==> src/rtl/avcPkg.sv <==
package avcPkg;

  typedef enum logic [2:0] {
    S_DESCEND,
    S_CLIMB,
    S_SETTLE,
    S_RUN,
    S_OBSERVE,
    S_RAISE,
    S_RELAX
  } avcStateT;

  typedef struct packed {
    logic vDown;
    logic vUp;
    logic lvlUp;
    logic lvlDown;
    logic lvlClr;
    logic markCal;
    logic monClr;
  } avcStrobeT;

endpackage

==> src/rtl/avcRateMon.sv <==
module avcRateMon #(
  parameter int WIN_CYC = 1000,
  parameter int LIMIT   = 50
) (
  input  logic clk,
  input  logic rstN,
  input  logic en,
  input  logic clr,
  input  logic predErr,
  output logic overflow
);
  localparam int WIN_W = (WIN_CYC > 2) ? $clog2(WIN_CYC) : 1;
  localparam int CNT_W = $clog2(LIMIT + 2);

  logic [WIN_W-1:0] winCnt;
  logic [CNT_W-1:0] errCnt;
  logic             winEnd;

  assign winEnd   = (winCnt == WIN_W'(WIN_CYC - 1));
  assign overflow = en && predErr && (errCnt == CNT_W'(LIMIT));

  always_ff @(posedge clk) begin
    if (!rstN || clr) begin
      winCnt <= '0;
      errCnt <= '0;
    end else if (en && !overflow) begin
      if (winEnd) begin
        winCnt <= '0;
        errCnt <= '0;
      end else begin
        winCnt <= winCnt + WIN_W'(1);
        errCnt <= errCnt + CNT_W'(predErr);
      end
    end
  end

  p_no_overflow_r8: assert property (@(posedge clk) disable iff (!rstN)
    errCnt <= CNT_W'(LIMIT));

  p_frozen_r8: assert property (@(posedge clk) disable iff (!rstN)
    (!en && !clr) |=> $stable(errCnt));

endmodule

==> src/rtl/avcDatapath.sv <==
module avcDatapath
  import avcPkg::*;
#(
  parameter int NUM_GROUPS = 4,
  parameter int GRP_W      = 3,
  parameter int VCODE_W    = 6,
  parameter int V_INIT     = 40,
  parameter int GIW        = 2,
  parameter int LVL_W      = 2
) (
  input  logic                        clk,
  input  logic                        rstN,
  input  avcStrobeT                   stb,
  input  logic [GIW-1:0]              curGrp,
  input  logic [VCODE_W-1:0]          vMin,
  input  logic [VCODE_W-1:0]          vMax,
  output logic [VCODE_W-1:0]          vCode,
  output logic [NUM_GROUPS*GRP_W-1:0] grpEn,
  output logic [NUM_GROUPS-1:0]       calibrated,
  output logic [LVL_W-1:0]            curLvl
);
  logic [NUM_GROUPS*LVL_W-1:0] lvlFlat;

  // Supply code with saturation at the programmable limits
  always_ff @(posedge clk) begin
    if (!rstN) begin
      vCode <= VCODE_W'(V_INIT);
    end else if (stb.vDown && (vCode > vMin)) begin
      vCode <= vCode - VCODE_W'(1);
    end else if (stb.vUp && (vCode < vMax)) begin
      vCode <= vCode + VCODE_W'(1);
    end
  end

  for (genvar g = 0; g < NUM_GROUPS; g++) begin : gGrp
    logic [LVL_W-1:0] lvlQ;
    logic             calQ;
    logic             sel;

    assign sel = (curGrp == GIW'(g));

    always_ff @(posedge clk) begin
      if (!rstN) begin
        lvlQ <= '0;
        calQ <= 1'b0;
      end else if (sel) begin
        if (stb.lvlClr) begin
          lvlQ <= '0;
        end else if (stb.lvlUp && (lvlQ < LVL_W'(GRP_W))) begin
          lvlQ <= lvlQ + LVL_W'(1);
        end else if (stb.lvlDown && (lvlQ != '0)) begin
          lvlQ <= lvlQ - LVL_W'(1);
        end
        if (stb.markCal) calQ <= 1'b1;
      end
    end

    assign lvlFlat[g*LVL_W +: LVL_W] = lvlQ;
    assign calibrated[g]             = calQ;

    for (genvar b = 0; b < GRP_W; b++) begin : gBit
      assign grpEn[g*GRP_W + b] = (lvlQ > LVL_W'(b));
    end

    p_lvl_cap_r4: assert property (@(posedge clk) disable iff (!rstN)
      (sel && stb.lvlUp && !stb.lvlClr && lvlQ == LVL_W'(GRP_W)) |=> (lvlQ == LVL_W'(GRP_W)));

    p_lvl_floor_r10: assert property (@(posedge clk) disable iff (!rstN)
      (sel && stb.lvlDown && !stb.lvlClr && !stb.lvlUp && lvlQ == '0) |=> (lvlQ == '0));
  end

  always_comb begin
    curLvl = '0;
    for (int g = 0; g < NUM_GROUPS; g++) begin
      if (curGrp == GIW'(g)) curLvl = lvlFlat[g*LVL_W +: LVL_W];
    end
  end

  p_vstep_r2: assert property (@(posedge clk) disable iff (!rstN)
    1'b1 |=> (vCode == $past(vCode) || vCode == $past(vCode) + VCODE_W'(1) ||
              vCode == $past(vCode) - VCODE_W'(1)));

  p_vfloor_r3: assert property (@(posedge clk) disable iff (!rstN)
    (stb.vDown && vCode <= vMin) |=> $stable(vCode));

  p_vceil_r3: assert property (@(posedge clk) disable iff (!rstN)
    (stb.vUp && !stb.vDown && vCode >= vMax) |=> $stable(vCode));

endmodule

==> src/rtl/avcCtrl.sv <==
module avcCtrl
  import avcPkg::*;
#(
  parameter int NUM_GROUPS = 4,
  parameter int GRP_W      = 3,
  parameter int STEP_CYC   = 256,
  parameter int GIW        = 2,
  parameter int LVL_W      = 2
) (
  input  logic                  clk,
  input  logic                  rstN,
  input  logic                  predErr,
  input  logic [NUM_GROUPS-1:0] predHit,
  input  logic                  detErr,
  input  logic [GIW-1:0]        detGrp,
  input  logic                  calDone,
  input  logic                  overflow,
  input  logic [LVL_W-1:0]      curLvl,
  output avcStrobeT             stb,
  output logic [GIW-1:0]        curGrp,
  output logic                  monEn,
  output logic                  irq,
  output logic                  hold
);
  localparam int TMR_W = (STEP_CYC > 2) ? $clog2(STEP_CYC) : 1;

  avcStateT         state, stateNext;
  logic [TMR_W-1:0] tmr;
  logic             tick;
  logic             evtSeen, evtNow, seenNow;
  logic             inRecal, recalNext;
  logic [GIW-1:0]   grpNext;
  logic             irqNext;
  logic             grpHit;

  function automatic logic [GIW-1:0] lowestIdx(input logic [NUM_GROUPS-1:0] v);
    logic [GIW-1:0] r;
    r = '0;
    for (int i = NUM_GROUPS - 1; i >= 0; i--) begin
      if (v[i]) r = GIW'(i);
    end
    return r;
  endfunction

  assign tick   = (tmr == TMR_W'(STEP_CYC - 1));
  assign grpHit = predErr && predHit[curGrp];

  always_comb begin
    case (state)
      S_OBSERVE, S_RAISE: evtNow = detErr;
      S_CLIMB, S_RELAX:   evtNow = grpHit;
      default:            evtNow = 1'b0;
    endcase
  end
  assign seenNow = evtSeen || evtNow;

  always_comb begin
    stateNext = state;
    stb       = '0;
    grpNext   = curGrp;
    recalNext = inRecal;
    irqNext   = 1'b0;
    case (state)
      S_DESCEND: begin
        if (calDone) begin
          stateNext  = S_RUN;
          stb.monClr = 1'b1;
        end else if (detErr) begin
          stateNext = S_CLIMB;
          grpNext   = detGrp;
        end else if (tick) begin
          stb.vDown = 1'b1;
        end
      end
      S_CLIMB: begin
        if (calDone && !inRecal) begin
          stateNext  = S_RUN;
          stb.monClr = 1'b1;
        end else if (tick) begin
          if (seenNow || curLvl == LVL_W'(GRP_W)) begin
            stb.markCal = seenNow;
            if (inRecal) begin
              stateNext  = S_RUN;
              stb.monClr = 1'b1;
              recalNext  = 1'b0;
            end else begin
              stateNext = S_SETTLE;
            end
          end else begin
            stb.lvlUp = 1'b1;
          end
        end
      end
      S_SETTLE: begin
        if (calDone) begin
          stateNext  = S_RUN;
          stb.monClr = 1'b1;
        end else if (detErr) begin
          stateNext = S_CLIMB;
          grpNext   = detGrp;
        end
      end
      S_RUN: begin
        if (predErr && (|predHit)) grpNext = lowestIdx(predHit);
        if (overflow) begin
          stateNext = S_OBSERVE;
          irqNext   = 1'b1;
          recalNext = 1'b1;
        end
      end
      S_OBSERVE: begin
        if (tick) begin
          if (seenNow) begin
            stb.vUp   = 1'b1;
            stateNext = S_RAISE;
          end else begin
            stateNext = S_RELAX;
          end
        end
      end
      S_RAISE: begin
        if (tick) begin
          if (seenNow) begin
            stb.vUp = 1'b1;
          end else begin
            stb.lvlClr = 1'b1;
            stateNext  = S_CLIMB;
          end
        end
      end
      S_RELAX: begin
        if (tick) begin
          if (seenNow && curLvl != '0) begin
            stb.lvlDown = 1'b1;
          end else begin
            stateNext  = S_RUN;
            stb.monClr = 1'b1;
            recalNext  = 1'b0;
          end
        end
      end
      default: stateNext = S_DESCEND;
    endcase
  end

  always_ff @(posedge clk) begin
    if (!rstN) begin
      state   <= S_DESCEND;
      tmr     <= '0;
      evtSeen <= 1'b0;
      curGrp  <= '0;
      inRecal <= 1'b0;
      irq     <= 1'b0;
    end else begin
      state   <= stateNext;
      curGrp  <= grpNext;
      inRecal <= recalNext;
      irq     <= irqNext;
      if (stateNext != state || tick) begin
        tmr     <= '0;
        evtSeen <= 1'b0;
      end else begin
        tmr     <= tmr + TMR_W'(1);
        evtSeen <= seenNow;
      end
    end
  end

  assign monEn = (state == S_RUN);
  assign hold  = (state != S_RUN);

  p_irq_pulse_r8: assert property (@(posedge clk) disable iff (!rstN)
    irq |=> !irq);

  p_irq_hold_r8: assert property (@(posedge clk) disable iff (!rstN)
    irq |-> hold);

  p_release_r7: assert property (@(posedge clk) disable iff (!rstN)
    (calDone && (state == S_DESCEND || state == S_SETTLE)) |=> !hold);

  p_single_step_r11: assert property (@(posedge clk) disable iff (!rstN)
    $onehot0({stb.vUp, stb.vDown, stb.lvlUp, stb.lvlDown, stb.lvlClr}));

endmodule

==> src/rtl/adaptiveVpCtrl.sv <==
module adaptiveVpCtrl
  import avcPkg::*;
#(
  parameter int NUM_GROUPS = 4,
  parameter int GRP_W      = 3,
  parameter int VCODE_W    = 6,
  parameter int V_INIT     = 40,
  parameter int STEP_CYC   = 256,
  parameter int WIN_CYC    = 1000,
  parameter int RATE_PCT   = 5,
  localparam int GIW       = (NUM_GROUPS > 1) ? $clog2(NUM_GROUPS) : 1,
  localparam int LVL_W     = $clog2(GRP_W + 1),
  localparam int LIMIT     = (WIN_CYC * RATE_PCT) / 100
) (
  input  logic                        clk,
  input  logic                        rstN,
  input  logic [VCODE_W-1:0]          vMinLimit,
  input  logic [VCODE_W-1:0]          vMaxLimit,
  input  logic                        predErr,
  input  logic [NUM_GROUPS-1:0]       predHit,
  input  logic                        detErr,
  input  logic [GIW-1:0]              detGrp,
  input  logic                        calDone,
  output logic [VCODE_W-1:0]          vCode,
  output logic [NUM_GROUPS*GRP_W-1:0] grpEn,
  output logic                        irq,
  output logic                        cpuHold,
  output logic                        busy,
  output logic [NUM_GROUPS-1:0]       calibrated
);
  avcStrobeT        stb;
  logic [GIW-1:0]   curGrp;
  logic [LVL_W-1:0] curLvl;
  logic             monEn;
  logic             overflow;
  logic             hold;

  avcCtrl #(
    .NUM_GROUPS(NUM_GROUPS), .GRP_W(GRP_W), .STEP_CYC(STEP_CYC),
    .GIW(GIW), .LVL_W(LVL_W)
  ) i_ctrl (
    .clk(clk), .rstN(rstN), .predErr(predErr), .predHit(predHit),
    .detErr(detErr), .detGrp(detGrp), .calDone(calDone),
    .overflow(overflow), .curLvl(curLvl), .stb(stb), .curGrp(curGrp),
    .monEn(monEn), .irq(irq), .hold(hold)
  );

  avcDatapath #(
    .NUM_GROUPS(NUM_GROUPS), .GRP_W(GRP_W), .VCODE_W(VCODE_W),
    .V_INIT(V_INIT), .GIW(GIW), .LVL_W(LVL_W)
  ) i_dp (
    .clk(clk), .rstN(rstN), .stb(stb), .curGrp(curGrp),
    .vMin(vMinLimit), .vMax(vMaxLimit), .vCode(vCode), .grpEn(grpEn),
    .calibrated(calibrated), .curLvl(curLvl)
  );

  avcRateMon #(
    .WIN_CYC(WIN_CYC), .LIMIT(LIMIT)
  ) i_mon (
    .clk(clk), .rstN(rstN), .en(monEn), .clr(stb.monClr),
    .predErr(predErr), .overflow(overflow)
  );

  assign cpuHold = hold;
  assign busy    = hold;

endmodule

==> config.mk <==
export PLATFORM = sky130hd
export DESIGN_NAME = adaptiveVpCtrl
export DESIGN_NICKNAME = d
export VERILOG_FILES = /design/src/rtl/avcPkg.sv /design/src/rtl/avcRateMon.sv /design/src/rtl/avcDatapath.sv /design/src/rtl/avcCtrl.sv /design/src/rtl/adaptiveVpCtrl.sv
export SDC_FILE = /design/constraint.sdc
export NUM_CORES = 1
export LEC_CHECK = 0
export BUFFER_PORTS_ARGS = -buffer_cell sky130_fd_sc_hd__buf_2
export CORE_UTILIZATION = 40
export CTS_CLUSTER_DIAMETER = 40
export CTS_CLUSTER_SIZE = 25
export DETAILED_ROUTE_END_ITERATION = 8
export PLACE_DENSITY = 0.71
export SKIP_LAST_GASP = 1
export SLEW_MARGIN = 25
export SYNTH_ARGS = -nofsm -noshare
export SYNTH_HDL_FRONTEND = slang
export SYNTH_HIERARCHICAL = 1
export SYNTH_SLANG_ARGS = --single-unit
export TNS_END_PERCENT = 20
==> constraint.sdc <==
create_clock -name clk -period 3.07 [get_ports clk]
set_input_delay 0.614 -clock clk [delete_from_list [all_inputs] [get_ports clk]]
set_output_delay 0.614 -clock clk [all_outputs]
set_load 0.03 [all_outputs]
# After elaboration in Yosys (flattened, before gate mapping)
# Cells that the tools add are included.
[word_totals] ff_bits=50 latch_bits=0 mem_bits_rw=0 rom_bits=0 input_bits=23 out_inout_bits=25 elab_cells=208 n_memories=0
[op_classes] addsub=13 mul=0 div=0 order_cmp=19 n_eq_ne=24 n_shift=0 n_mux=80 n_bitwise=1 reduce_logical=54
[op_table] op="2-bit two-way mux" count=26
[op_table] op="1-bit two-way mux" count=33
[op_table] op="3-bit two-way mux" count=11
[op_table] op="6-bit two-way mux" count=3
[op_table] op="3-bit one-hot mux with 6 select lines" count=1
[op_table] op="2-bit AND reduction" count=9
[op_table] op="1-bit logical AND" count=17
[op_table] op="2-bit by 1-bit greater-than comparator with 1-bit output (second input constant)" count=8
[op_table] op="3-bit nonzero test" count=5
[op_table] op="2-bit nonzero test" count=7
[op_table] op="10-bit by 1-bit adder with 10-bit output (second input constant)" count=1
[op_table] op="10-bit == test (second input constant)" count=1
[op_table] op="10-bit two-way mux" count=1
[op_table] op="2-bit inequality test (second input constant)" count=5
[op_table] op="3-bit == test (second input constant)" count=3
[op_table] op="2-bit by 1-bit adder with 2-bit output (second input constant)" count=4
[op_table] op="8-bit by 1-bit adder with 8-bit output (second input constant)" count=1
[op_table] op="8-bit == test (second input constant)" count=1
[op_table] op="2-bit greater-than comparator (second input constant)" count=4
[op_table] op="2-bit less-than comparator (second input constant)" count=4
[op_table] op="2-bit by 1-bit inequality test with 1-bit output (second input constant)" count=4
[op_table] op="2-bit OR reduction" count=4
[op_table] op="2-bit by 1-bit subtractor with 2-bit output (second input constant)" count=4
[op_table] op="7-bit AND reduction" count=1
[op_table] op="24 further kinds" count=33

# Depth between registers and ports, before layout
[logic_depth] depth_word=14 depth_mapped=13 mapped_depth_nobuf=13

# By module
# Netlist, hierarchy kept.
[modules_own_cells] module="avcDatapath" n_inst=1 cells_per_inst=181 area_per_inst_um2=1581.5 seq_area_each_um2=360.3
[modules_own_cells] module="avcCtrl" n_inst=1 cells_per_inst=137 area_per_inst_um2=1132.3 seq_area_each_um2=320.3
[modules_own_cells] module="avcRateMon" n_inst=1 cells_per_inst=91 area_per_inst_um2=847.1 seq_area_each_um2=320.3
[modules_own_cells] module="adaptiveVpCtrl" n_inst=1 cells_per_inst=1 area_per_inst_um2=7.5 seq_area_each_um2=0.0

# Worst setup path before layout
# OpenSTA, ideal clock, no wires.
[synth_path] path_type="register to register" startpoint="register i_ctrl.state[2]" endpoint="register i_dp.vCode[5]" setup_time_ns=0.123 t_arrival_ns=2.909 required_ns=2.947 path_slack_ns=0.037 stages_incl_launch_ff=13 n_path_buf=1 period_less_slack_ns=3.033 path_cell_list="dfxtp_1 clkbuf_1 or4_1 nor3_1 o21ai_0 a31oi_4 ha_1 a211oi_1 o21bai_1 a21oi_1 nor3_2 a21oi_1 mux2_1"
[synth_lines] element="from (decl)" line="avcCtrl.sv:27" rtl="avcStateT state, stateNext;"
[synth_lines] element="from (signal assigned)" line="avcCtrl.sv:155" rtl="state <= stateNext;"
[synth_lines] element="to (signal assigned)" line="avcDatapath.sv:27" rtl="vCode <= VCODE_W'(V_INIT);"
[synth_lines] element="to (signal assigned)" line="avcDatapath.sv:29" rtl="vCode <= vCode - VCODE_W'(1);"
[synth_lines] element="to (signal assigned)" line="avcDatapath.sv:31" rtl="vCode <= vCode + VCODE_W'(1);"
[synth_lines] element="to (decl)" line="avcDatapath.sv:17" rtl="output logic [VCODE_W-1:0] vCode,"

==> flow_summary.toml <==
[yosys]
synth_edf_count = 0
synthesis.instances = 410
ys_dominant_reg_cell = "dfxtp_1"
syn_area_um2 = 3570
syn_area_per_cell_um2 = 8.70
seq_area_frac_synth = 0.281
synth_seq_cells = 50
yosysUniqueCellTypes = 73
synth-async-reset-ratio = 0
ys_warn_count = 6
syn_nets = 465

[clocking]
clockBufferDepth = 2
path_clk_slew_ns = 0.09
htreeDepth = 2
clock_sinks = 50
cts_tree = "built"
insertion_delay_ns = 0.30
hold_buffers = 0
cts_buffers = 5
post-cts-setup-buffer-count = 0
root_buffer = "clkbuf_8"

[timing]
layout_setup_ws_ns = 0.218
setup_viol = 0
period_needed_ns = 2.85
rsz0062_at_grt = "no"
timing.final.crit_share = 0.929
skew_ns = 0.00867
worst-slew-pin-transition_ns = 0.853
finalHoldViolations = 0
slew_headroom = 0.431
fmax_ghz = 0.351
hold_ws_ns = 0.469
finalMaxSlewViolations = 0

[grt]
antenna_found_initial = 0
grt.met3_usage = 0.0297
grt.overflow.total = 0
grt_pass1_vias = 2864
grt_max_degree = 23
use_met2 = 0.292
track_usage = 0.175
grt.busiest_layer = "met2"
grt_pass1_wl_um = 12900
globalRouteMet1Util = 0.224

[cells_and_area]
n_fill_cell = 862
final_core_util = 0.475
layout-drive-gt1-share = 0.227
instances_no_fill = 583
area_growth_pct = 15.6
final_nets = 529
num_antenna_cells = 0

[drt]
drc_errors = 0
num_vias = 3129
drtPass1Iterations = 4
vias_per_cell = 5.37
drt_iter0_markers = 231
totalWireLength_um = 7820
ant_nets = 0
wire_per_inst_um = 13.4

[place]
hpwlAfterDp_um = 6120
preCtsSetupSlack_ns = -0.276
gp_congestion = 0.873
dp.cells = 575
port_buffers = 47

[floorplan]
io_pins = 48
die_h_um = 96.5
coreArea_um2 = 8680
dieArea_um2 = 9300
rows = 34
die_x_um = 96.5
start_util = 0.411

[critical_path]
cp.required_ns = 3.27
crit_type = "reg -> reg"
worstPathCellList = "and4_4, nand4_2, nor3_2, o21ai_1, a31oi_4, ha_1, a211oi_2, o21bai_1, a21oi_1, nor3_2, a21oi_1, mux2_1"
critical_path_peak_fanout = 5
cpPeakStageDelay_ns = 0.41
r2r_start = "i_ctrl/tmr[2]"
worstSetupEndpointType = "flop"
startpoint_type = "flop"
worstPathArrival_ns = 3.05
critPathLaunch = "i_ctrl/tmr[2]"
crit_path_top_delay_cell = "dfxtp_1"

[status]
status = "finished clean"

[hold_path]
holdCritPathClass = "reg -> reg"
worstHoldStart = "i_dp/gGrp[0].calQ"

[job]
drv_cap = 0

[pwr]
p_per_area_nw_per_um2 = 300
peakVddDrop_mv = 0.159
total_power_w = 0.00124
leakage_nw = 1.85
[registers in the layout (all words and copies together), names as in the netlist, 2 cells and up]
| name | cells |
|---|---|
| i_ctrl/state | 3 |
| i_mon/winCnt | 10 |
| i_dp/gGrp.calQ | 4 |
| i_mon/errCnt | 6 |
| i_dp/vCode | 6 |
| i_ctrl/curGrp | 2 |
| i_ctrl/tmr | 8 |
| i_dp/gGrp.lvlQ | 8 |
[cell usage after synthesis, types with 4 or more instances]
| cell type | number | area share |
|---|---|---|
| dfxtp_1 | 50 | 0.28 |
| nor2_1 | 36 | 0.038 |
| inv_1 | 35 | 0.037 |
| nand2_1 | 33 | 0.035 |
| ha_1 | 31 | 0.11 |
| nor2b_1 | 20 | 0.035 |
| xor2_1 | 13 | 0.032 |
| a21oi_1 | 12 | 0.017 |
| o21ai_0 | 11 | 0.015 |
| nor4_1 | 10 | 0.018 |
| nor3_1 | 9 | 0.013 |
| xnor2_1 | 9 | 0.022 |
| mux2i_1 | 8 | 0.022 |
| nand3_1 | 8 | 0.011 |
| or3_1 | 7 | 0.012 |
| and3_1 | 6 | 0.011 |
| nand4_1 | 6 | 0.011 |
| a211oi_1 | 5 | 0.011 |
| buf_4 | 5 | 0.011 |
| a21boi_0 | 4 | 0.0084 |
| clkbuf_1 | 4 | 0.0042 |
| nand2b_1 | 4 | 0.0070 |
| o311ai_1 | 4 | 0.0098 |
[kinds of logic (layout without fill, tap and decap cells)]
kind of cell,count (synthesis),after routing,synth area share
mux,11,11,0.0382
fa+ha+maj,32,32,0.114
compound gates,79,79,0.189
buf+inv,50,115,0.0652
xor+xnor,22,22,0.0540
simple gates,166,166,0.259
flops,50,50,0.281
[layout make-up]
| type | instances | area (um^2) | share of cell area |
|---|---|---|---|
| timing repair buffer | 72 | 423 | 0.102 |
| sequential | 50 | 1000 | 0.243 |
| clock buffer | 7 | 86.3 | 0.0209 |
| clock inverter | 1 | 5.00 | 0.00121 |
| multi-input combinational | 310 | 2340 | 0.568 |
| inverter | 35 | 131 | 0.0318 |
| tap | 108 | 135 | 0.0327 |
[cells in the final DEF (no fill, tap or decap), types with 7 or more instances in the layout]
cell type   n
o21ai_0    10
inv_1      35
xor2_1     13
mux2i_1     8
nor2b_1    20
nor4_1     10
dfxtp_1    50
a21oi_1    12
nand3_1     8
nand2_1    33
xnor2_1     9
nor2_1     36
nor3_1      8
ha_1       31
or3_1       7
buf_4      25
buf_2      47
[power by group]
part / internal, W / switching (W)
clock: 0.000182 / 0.000211
sequential: 0.000656 / 0.0000124
combinational: 0.0000710 / 0.000104
[routing by layer]
layer	wire length (um)	vias up	part of all wire
met5	0	-	0
met4	176	0	0.023
met3	313	17	0.040
met2	3660	83	0.47
met1	3670	1449	0.47
li1	-	1580	-
[timing repair]
| item | in CTS | in global routing |
|---|---|---|
| endpoints found under the hold margin | 0 | 0 |
| gates resized for setup | 0 | 3 |
| setup endpoints to repair | 0 | 1 |
[stage by stage]
stage	setup TNS [ns]	cell area, um^2
5_1_grt	0	4130
3_5_place_dp	-0.276	4030
4_1_cts	0	4120
3_3_place_gp	-0.183	4030
2_1_floorplan	0	3570
6_report	0	4130
[critical path: cells and delay by family, from the launching register on]
family,cells,cell delay [ns]
flip-flops,1,0.41
multiplexers,1,0.32
AND/OR/NAND/NOR,4,0.67
adder cells (fa/ha/maj),1,0.30
AO/OA/AOI/OAI,6,1.07
[final timing paths]
path	endpoint	slack, ns	cells after the start
max	i_dp/vCode[5]	0.22	12
min	i_dp/gGrp[0].calQ	0.47	1
max reg2reg	i_dp/vCode[5]	0.22	12
min reg2reg	i_dp/gGrp[0].calQ	0.47	1
(Power assumes the default switching activity.)
